## src/rtl/cellq_pkg.sv

```systemverilog
package cellq_pkg;

  // smaller of two counts
  function automatic int unsigned min_u(input int unsigned a, input int unsigned b);
    return (a < b) ? a : b;
  endfunction

  // circular index step inside a store of mod entries
  function automatic int unsigned wrap_add(input int unsigned p, input int unsigned inc,
                                           input int unsigned mod);
    return (p + inc) % mod;
  endfunction

  // places left after the slot's readout
  function automatic int unsigned room_after_pop(input int unsigned depth,
                                                 input int unsigned occ,
                                                 input bit popped);
    return depth - occ + (popped ? 1 : 0);
  endfunction

endpackage

```

## src/rtl/cellq_concentrator.sv

```systemverilog
module cellq_concentrator
  import cellq_pkg::*;
#(
  parameter int DATA_W   = 16,
  parameter int NUM_IN   = 6,
  parameter int NUM_PASS = 3,
  parameter int CIN_W    = $clog2(NUM_IN + 1)
) (
  input  logic [NUM_IN-1:0]          line_valid_i,
  input  logic [NUM_IN*DATA_W-1:0]   line_data_i,
  output logic [NUM_PASS*DATA_W-1:0] pass_data_o,
  output logic [CIN_W-1:0]           pass_cnt_o,
  output logic [CIN_W-1:0]           lost_cnt_o
);

  always_comb begin
    int unsigned rank;
    rank        = 0;
    pass_data_o = '0;
    for (int i = 0; i < NUM_IN; i++) begin
      if (line_valid_i[i]) begin
        for (int j = 0; j < NUM_PASS; j++) begin
          if (rank == j) pass_data_o[j*DATA_W +: DATA_W] = line_data_i[i*DATA_W +: DATA_W];
        end
        rank = rank + 1;
      end
    end
    pass_cnt_o = CIN_W'(min_u(rank, NUM_PASS));
    lost_cnt_o = CIN_W'(rank - min_u(rank, NUM_PASS));
  end

endmodule

```

## src/rtl/cellq_mwfifo.sv

```systemverilog
module cellq_mwfifo
  import cellq_pkg::*;
#(
  parameter int DATA_W   = 16,
  parameter int NUM_PASS = 3,
  parameter int DEPTH    = 8,
  parameter int CIN_W    = 3,
  parameter int OCC_W    = $clog2(DEPTH + 1)
) (
  input  logic                       clk,
  input  logic                       rst_n,
  input  logic                       step_i,
  input  logic [NUM_PASS*DATA_W-1:0] push_data_i,
  input  logic [CIN_W-1:0]           push_cnt_i,
  output logic                       head_valid_o,
  output logic [DATA_W-1:0]          head_data_o,
  output logic [OCC_W-1:0]           occ_o,
  output logic                       pop_o,
  output logic [CIN_W-1:0]           ovf_cnt_o
);

  localparam int PTR_W = (DEPTH > 1) ? $clog2(DEPTH) : 1;

  logic [DATA_W-1:0] store_q [DEPTH];
  logic [PTR_W-1:0]  rd_ptr_q, wr_ptr_q;
  logic [OCC_W-1:0]  occ_q;
  logic [CIN_W-1:0]  take_n;

  always_comb begin
    int unsigned room;
    pop_o     = step_i && (occ_q != '0);
    room      = room_after_pop(DEPTH, occ_q, pop_o);
    take_n    = step_i ? CIN_W'(min_u(push_cnt_i, room)) : '0;
    ovf_cnt_o = step_i ? CIN_W'(push_cnt_i - take_n) : '0;
  end

  always_ff @(posedge clk) begin
    for (int j = 0; j < NUM_PASS; j++) begin
      if (j < take_n)
        store_q[wrap_add(wr_ptr_q, j, DEPTH)] <= push_data_i[j*DATA_W +: DATA_W];
    end
  end

  always_ff @(posedge clk or negedge rst_n) begin
    if (!rst_n) begin
      rd_ptr_q     <= '0;
      wr_ptr_q     <= '0;
      occ_q        <= '0;
      head_valid_o <= 1'b0;
      head_data_o  <= '0;
    end else begin
      head_valid_o <= pop_o;
      if (pop_o) begin
        head_data_o <= store_q[rd_ptr_q];
        rd_ptr_q    <= PTR_W'(wrap_add(rd_ptr_q, 1, DEPTH));
      end
      if (step_i) begin
        wr_ptr_q <= PTR_W'(wrap_add(wr_ptr_q, take_n, DEPTH));
        occ_q    <= OCC_W'(occ_q - OCC_W'(pop_o) + OCC_W'(take_n));
      end
    end
  end

  assign occ_o = occ_q;

endmodule

```

## src/rtl/cellq_losscnt.sv

```systemverilog
module cellq_losscnt #(
  parameter int CNT_W = 16,
  parameter int INC_W = 3
) (
  input  logic             clk,
  input  logic             rst_n,
  input  logic [INC_W-1:0] inc_i,
  output logic [CNT_W-1:0] count_o
);

  logic [CNT_W:0] sum;

  assign sum = {1'b0, count_o} + (CNT_W+1)'(inc_i);

  always_ff @(posedge clk or negedge rst_n) begin
    if (!rst_n)          count_o <= '0;
    else if (sum[CNT_W]) count_o <= '1;
    else                 count_o <= sum[CNT_W-1:0];
  end

endmodule

```

## src/rtl/cellq_outport.sv

```systemverilog
module cellq_outport #(
  parameter int DATA_W   = 16,
  parameter int NUM_IN   = 6,
  parameter int NUM_PASS = 3,
  parameter int DEPTH    = 8,
  parameter int CNT_W    = 16
) (
  input  logic                     clk,
  input  logic                     rst_n,
  input  logic                     slot_i,
  input  logic [NUM_IN-1:0]        in_valid_i,
  input  logic [NUM_IN*DATA_W-1:0] in_data_i,
  output logic                     out_valid_o,
  output logic [DATA_W-1:0]        out_data_o,
  output logic [CNT_W-1:0]         conc_drop_o,
  output logic [CNT_W-1:0]         ovf_drop_o
);

  localparam int CIN_W = $clog2(NUM_IN + 1);
  localparam int OCC_W = $clog2(DEPTH + 1);

  logic [NUM_IN-1:0]          gated_valid;
  logic [NUM_PASS*DATA_W-1:0] pass_data;
  logic [CIN_W-1:0]           acc_cnt;
  logic [CIN_W-1:0]           conc_loss_n;
  logic [CIN_W-1:0]           ovf_loss_n;
  logic [OCC_W-1:0]           occupancy;
  logic                       slot_pop;
  logic [CIN_W-1:0]           loss_inc [2];
  logic [CNT_W-1:0]           loss_cnt [2];

  assign gated_valid = slot_i ? in_valid_i : '0;

  cellq_concentrator #(
    .DATA_W(DATA_W), .NUM_IN(NUM_IN), .NUM_PASS(NUM_PASS), .CIN_W(CIN_W)
  ) conc_i (
    .line_valid_i(gated_valid),
    .line_data_i (in_data_i),
    .pass_data_o (pass_data),
    .pass_cnt_o  (acc_cnt),
    .lost_cnt_o  (conc_loss_n)
  );

  cellq_mwfifo #(
    .DATA_W(DATA_W), .NUM_PASS(NUM_PASS), .DEPTH(DEPTH), .CIN_W(CIN_W), .OCC_W(OCC_W)
  ) fifo_i (
    .clk         (clk),
    .rst_n       (rst_n),
    .step_i      (slot_i),
    .push_data_i (pass_data),
    .push_cnt_i  (acc_cnt),
    .head_valid_o(out_valid_o),
    .head_data_o (out_data_o),
    .occ_o       (occupancy),
    .pop_o       (slot_pop),
    .ovf_cnt_o   (ovf_loss_n)
  );

  assign loss_inc[0] = conc_loss_n;
  assign loss_inc[1] = ovf_loss_n;

  for (genvar g = 0; g < 2; g++) begin : g_loss
    cellq_losscnt #(.CNT_W(CNT_W), .INC_W(CIN_W)) cnt_i (
      .clk    (clk),
      .rst_n  (rst_n),
      .inc_i  (loss_inc[g]),
      .count_o(loss_cnt[g])
    );
  end

  assign conc_drop_o = loss_cnt[0];
  assign ovf_drop_o  = loss_cnt[1];

endmodule

```

## config.mk

```make
export PLATFORM = sky130hd
export DESIGN_NAME = cellq_outport
export DESIGN_NICKNAME = d
export VERILOG_FILES = /design/src/rtl/cellq_pkg.sv /design/src/rtl/cellq_concentrator.sv /design/src/rtl/cellq_mwfifo.sv /design/src/rtl/cellq_losscnt.sv /design/src/rtl/cellq_outport.sv
export SDC_FILE = /design/constraint.sdc
export NUM_CORES = 1
export LEC_CHECK = 0
export BUFFER_PORTS_ARGS = -buffer_cell sky130_fd_sc_hd__buf_2
export CAP_MARGIN = 10
export CORE_UTILIZATION = 35
export CTS_BUF_LIST = sky130_fd_sc_hd__clkbuf_8 sky130_fd_sc_hd__clkbuf_16
export DETAILED_ROUTE_END_ITERATION = 12
export GPL_TIMING_DRIVEN = 0
export SYNTH_ARGS = -nofsm -noshare
export SYNTH_HDL_FRONTEND = slang
export SYNTH_SLANG_ARGS = --single-unit
export TNS_END_PERCENT = 20
```

## constraint.sdc

```tcl
create_clock -name clk -period 11.8 [get_ports clk]
set_clock_uncertainty 0.15 [all_clocks]
set_input_delay 0.59 -clock clk [delete_from_list [all_inputs] [get_ports clk]]
set_output_delay 0.59 -clock clk [all_outputs]
set_load 0.05 [all_outputs]
```

Word level (Yosys, flattened, before mapping)
Memory sizes are Yosys's and may differ from the RTL's. A register that Yosys moved wholly into a read port is not among the register bits.
Index checks and enable logic that the tools add are counted.
- word-level logic and storage cells: 88
- memories kept: 1
- input bits: 105
- output and inout bits: 49
- register bits after elaboration: 43
- bits in writable memories: 128
- add/subtract/negate cells: 17
- order comparisons: 5
- equality and inequality tests: 10
- reductions and logical operators: 8
- multiplexer cells: 41
- memories (memory ; depth ; width ; rd ports ; clocked after memory_dff ; wr ports ; line ; RTL):
    fifo_i.store_q ; 8 ; 16 ; 1 ; 1 ; 3 ; cellq_mwfifo.sv:24 ; logic [DATA_W-1:0] store_q [DEPTH];
- operators by type and width (kind ; number):
    $mux W16 ; 18
    $mux W48 ; 5
    $logic_not A32 Y1 ; 5
    $mux W32 ; 5
    $add A32 B1 Y32 const B ; 4
    $eq A32 B1 Y1 const B ; 4
    $eq A32 B2 Y1 const B ; 4
    $add A16 B3 Y17 ; 2
    $lt A3 B32 Y1 ; 1
    $lt A32 B2 Y1 const B ; 1
    $mux W3 ; 4
    $mux W1 ; 8
    $add A3 B1 Y3 const B ; 2
    $add A5 B2 Y6 ; 1
    $lt A1 B3 Y1 const A ; 2
    $mux W6 ; 1
    $sub A3 B3 Y3 ; 2
    $sub A4 B4 Y5 const A ; 1
    $add A4 B3 Y4 ; 1
    $reduce_bool A4 Y1 ; 1
    $sub A4 B1 Y4 ; 1
    $add A3 B2 Y3 const B ; 1
    $add A3 B3 Y3 ; 1
    $lt A2 B3 Y1 const A ; 1
    5 further kinds ; 5

Longest topological paths before layout
- word-level depth: 21
- mapped depth: 41

Modules after synthesis
Synthesis repeated with hierarchy kept, for this count alone.
- cells, all modules: 1889
- area, all modules: 17222.8 sq um
- by module, submodules not included (module ; cells an instance ; instances ; area an instance (sq um)):
    cellq_mwfifo ; 1287 ; 1 ; 12532.0
    cellq_concentrator ; 422 ; 1 ; 2906.5
    cellq_losscnt ; 87 ; 2 ; 873.3
    cellq_outport ; 6 ; 1 ; 37.5

Worst setup path after synthesis
No wires, ideal clock.
- path kind: input port to flip-flop
- start: input port slot_i
- end: register g_loss[1].cnt_i.count_o[9]
- cell stages on the path: 37
- library setup time: 142 ps
- arrival time: 7720 ps
- setup slack: 3787 ps
- cell sequence: buf_4 > buf_2 > nand2_1 > ha_1 > buf_6 > xor2_1 > ha_1 > nand2_1 > o211ai_1 > ha_1 > and2_1 > a311oi_1 > and2_1 > ha_1 > and3_1 > o21ai_0 > o21ai_1 > and2_2 > inv_2 > ha_1 > or3_1 > or2_1 > o21a_2 > buf_6 > o311a_1 > ha_1 > inv_1 > fa_1 > and2_1 > fa_1 > a21oi_1 > nor2_1 > and3_1 > and2_1 > nand3_1 > clkbuf_1 > o21ai_0
- longest elaborated chain between the ends: 21
- RTL lines (what ; line ; RTL):
    from (decl) ; cellq_outport.sv:10 ; input logic slot_i,
    $mux W6 ; cellq_outport.sv:32 ; assign gated_valid = slot_i ? in_valid_i : '0;
    $mux W1 ; cellq_concentrator.sv:21 ; if (line_valid_i[i]) begin
    $add A1 B1 Y2 ; cellq_concentrator.sv:25 ; rank = rank + 1;
    $mux W32 ; cellq_concentrator.sv:21 ;
    $add A32 B1 Y32 ; cellq_concentrator.sv:25 ;
    $mux W32 ; cellq_concentrator.sv:21 ;
    $add A32 B1 Y32 ; cellq_concentrator.sv:25 ;
    $mux W32 ; cellq_concentrator.sv:21 ;
    [... 5 more ...] ; n/a ;
    $mux W3 ; cellq_pkg.sv:5 ; return (a < b) ? a : b;
    $lt A3 B32 Y1 ; cellq_pkg.sv:5 ;
    $mux W3 ; cellq_pkg.sv:5 ;
    $mux W3 ; cellq_mwfifo.sv:33 ; take_n = step_i ? CIN_W'(min_u(push_cnt_i, room)) : '0;
    $sub A3 B3 Y3 ; cellq_mwfifo.sv:34 ; ovf_cnt_o = step_i ? CIN_W'(push_cnt_i - take_n) : '0;
    $mux W3 * ; cellq_mwfifo.sv:34 ;
    $add A16 B3 Y17 * ; cellq_losscnt.sv:13 ; assign sum = {1'b0, count_o} + (CNT_W+1)'(inc_i);
    $mux W16 * ; cellq_losscnt.sv:17 ; else if (sum[CNT_W]) count_o <= '1;
    to (signal assigned) ; cellq_losscnt.sv:18 ; else count_o <= sum[CNT_W-1:0];
    to (decl) ; cellq_losscnt.sv:8 ; output logic [CNT_W-1:0] count_o
Every way passes the cells marked *; elsewhere a longest branch is shown, timed or not.
A chain may end at the register's enable or synchronous reset.

Worst setup path after layout
Same ends and word-level chain as after synthesis.

==> metrics <==
DP HPWL approximately 33000 µm; final antenna-violating net count 0; total congestion overflow 0; placer congestion estimate 0.9252; nets roughly 1.6k; pwr dens 223.0 mW/mm²; maxcap violations 0; Synth cell types 70; io pins 154; Crit path required time 11950 ps; area leader, netlist edfxtp_1; outcome completed; post_cts resized 0; CTS Sinks 187; Seq/Total Area, Yosys 38.85%; Post-Syn Area 0.01370 mm²; global-route wire length before repair 62610 µm; DRT Wirelength 40320 µm; synth top area cells edfxtp_1 (28%), mux2i_1 (19%), dfrtp_1 (11%); PortBufs 151; Pwr Total 3.511 mW; width of the die ~200 µm; pre-CTS setup slack 2423 ps; Initial Util between 30% and 40%; Fillers 3754; initial antenna violation count 2; Critical-path top delay cell fa_1; flops & latches, synth 187; FP Rows 72; Final WS setup 2770 ps; P&R area growth vs syn 14.95%; Hold Crit Class in2async; Root Driver clkbuf_16; Crit Path Category in2reg; Post-synth ARST share 31.55%; CP max stage delay 440 ps; DRC 0; Main synth FF type edfxtp_1; post-CTS setup repair buffer count 0; Hold Vio Cnt, Final 0; hold slack 85.80 ps; Worst VDD drop 0.1783 mV; DR pass1 iterations 5; CTS tree yes; layout cells sized above 1 20.59%; Via density 5.473; area used by multi-input combinational logic 0.007659 mm²; Die H ~200 µm; routed via count around 11k; total track usage 20.49%; endpoint class of the critical path flop; syn nets 1408; Pleak 7.594 nW; number of synthesized flops with an enable pin 128; Inserted Diodes 0; # hold bufs at CTS 0; largest net degree at the start of global routing 60; clock slew at the register clock pins of the worst setup and hold paths roughly 70 ps; crit path DAT 9180 ps; max frequency about 110 MHz; Initial DRC Count 825; minimum clock period 9030 ps; final number of setup-violating endpoints 0; CP Max Fanout 10; Startpoint Class input pin; total CTS buffers 17; commonest non-fill, non-tap cell in the layout mux2i_1; crit share post-route 76.53%; cell count after synthesis 1266; H-tree depth 4; Clock Path Buffers 2; slew margin rel. 14.39%; vias in the first global route 10.84k; Syn. warnings 0; RSZ-0062 raised after global routing false; commonest non-fill, non-tap cells in the layout mux2i_1 (256), buf_2 (153), edfxtp_1 (128); Mean Syn Cell Area 10.82 µm²; Max Slew Vio Count 0; WL/cell 20.41 µm; die area 0.03993 mm²; Worst Max-Slew Pin Slew 1273 ps; share of the synthesized area in the top cell type 28.07%; Reg area 0.005320 mm²; clock latency on the worst-skew pair 440 ps; core area roughly 0.039 mm²; cell with the most instances on the worst path ha_1; Setup TNS Final 0 ps
kinds of logic (layout without fill, tap and decap cells):
| kind of cell | count (synthesis) | in the layout | share of synthesized area (%) |
|---|---|---|---|
| muxes | 291 | 291 | 24.25 |
| DFF | 187 | 187 | 38.85 |
| buffers and inverters | 127 | 318 | 5.235 |
| other | 1 | 1 | 0.02738 |
| adders and majority gates | 37 | 37 | 3.654 |
| AOI/OAI and AO/OA | 290 | 290 | 15.30 |
| xor gates and xnor gates | 38 | 38 | 2.677 |
| and+or+nand+nor | 295 | 295 | 10.01 |
registers in the layout (all words and copies together) (netlist names):
name                  flops
fifo_i.store_q          128
g_loss.cnt_i.count_o     32
fifo_i.head_data_o       16
fifo_i.occ_o              4
fifo_i.rd_ptr_q           3
fifo_i.wr_ptr_q           3
fifo_i.head_valid_o       1
Yosys cell counts (25+ instances only):
| cell | instances |
|---|---|
| a21oi_1 | 72 |
| mux4_2 | 32 |
| clkbuf_1 | 50 |
| edfxtp_1 | 128 |
| dfrtp_1 | 59 |
| inv_1 | 27 |
| a211oi_1 | 64 |
| ha_1 | 32 |
| nand2_1 | 86 |
| mux2i_1 | 256 |
| nor2_1 | 102 |
| a22oi_1 | 48 |
| o21ai_0 | 25 |
layer usage:
layer | share of wire [%] | global-route usage [%] | vias to the layer above
met5 | 0.067 | 0 | -
met4 | 2.4 | 6.361 | 4
met3 | 4.7 | 3.058 | 57
met2 | 47 | 33.99 | 345
met1 | 46 | 27.52 | 5261
li1 | - | - | 5143
layout make-up:
class,count,area share [%]
timing repair buffer,159,5.293
multi-input combinational,952,48.65
sequential,187,33.79
buffer,98,3.862
clock inverter,13,0.6517
tap,518,4.117
inverter,29,0.6914
clock buffer,19,2.948
worst max-delay path, delay by kind of cell:
| family | cells | cell delay [ps] |
|---|---|---|
| AOI/OAI and AO/OA | 8 | 1850 |
| adders and majority gates | 8 | 2300 |
| buffers and inverters | 7 | 1370 |
| and+or+nand+nor | 16 | 3050 |
per-stage QoR:
stage | instance area (µm²) | cells | util [%]
final | 15740 | 1975 | 40.74
after global routing | 15740 | 1975 | 40.74
after CTS | 15740 | 1975 | 40.74
after detailed placement | 15180 | 1943 | 39.27
after global placement | 15100 | 1935 | 39.07
after floorplan | 13700 | 1266 | -
power breakdown:
group	leakage, nW	switching [mW]	internal [mW]	total, mW
clock network	0.294	0.273	0.294	0.567
logic	5.39	1.12	0.707	1.83
registers	1.91	0.0958	1.02	1.12
worst paths after layout:
kind | slack (ps) | depth (start not counted) | startpoint | endpoint
min in group clk | 320 | 2 | fifo_i.head_data_o[7] | fifo_i.head_data_o[7]
worst max-delay path | 2770 | 39 | slot_i | g_loss[1].cnt_i.count_o[9]
worst max register to register | 3940 | 29 | fifo_i.occ_o[0] | g_loss[1].cnt_i.count_o[9]
worst min-delay path | 90 | 1 | rst_n | g_loss[1].cnt_i.count_o[10]
worst min register to register | 320 | 2 | fifo_i.head_data_o[7] | fifo_i.head_data_o[7]
max in group asynchronous | 10860 | 1 | rst_n | fifo_i.head_data_o[10]
No activity file was read; power rests on OpenSTA's default activity.
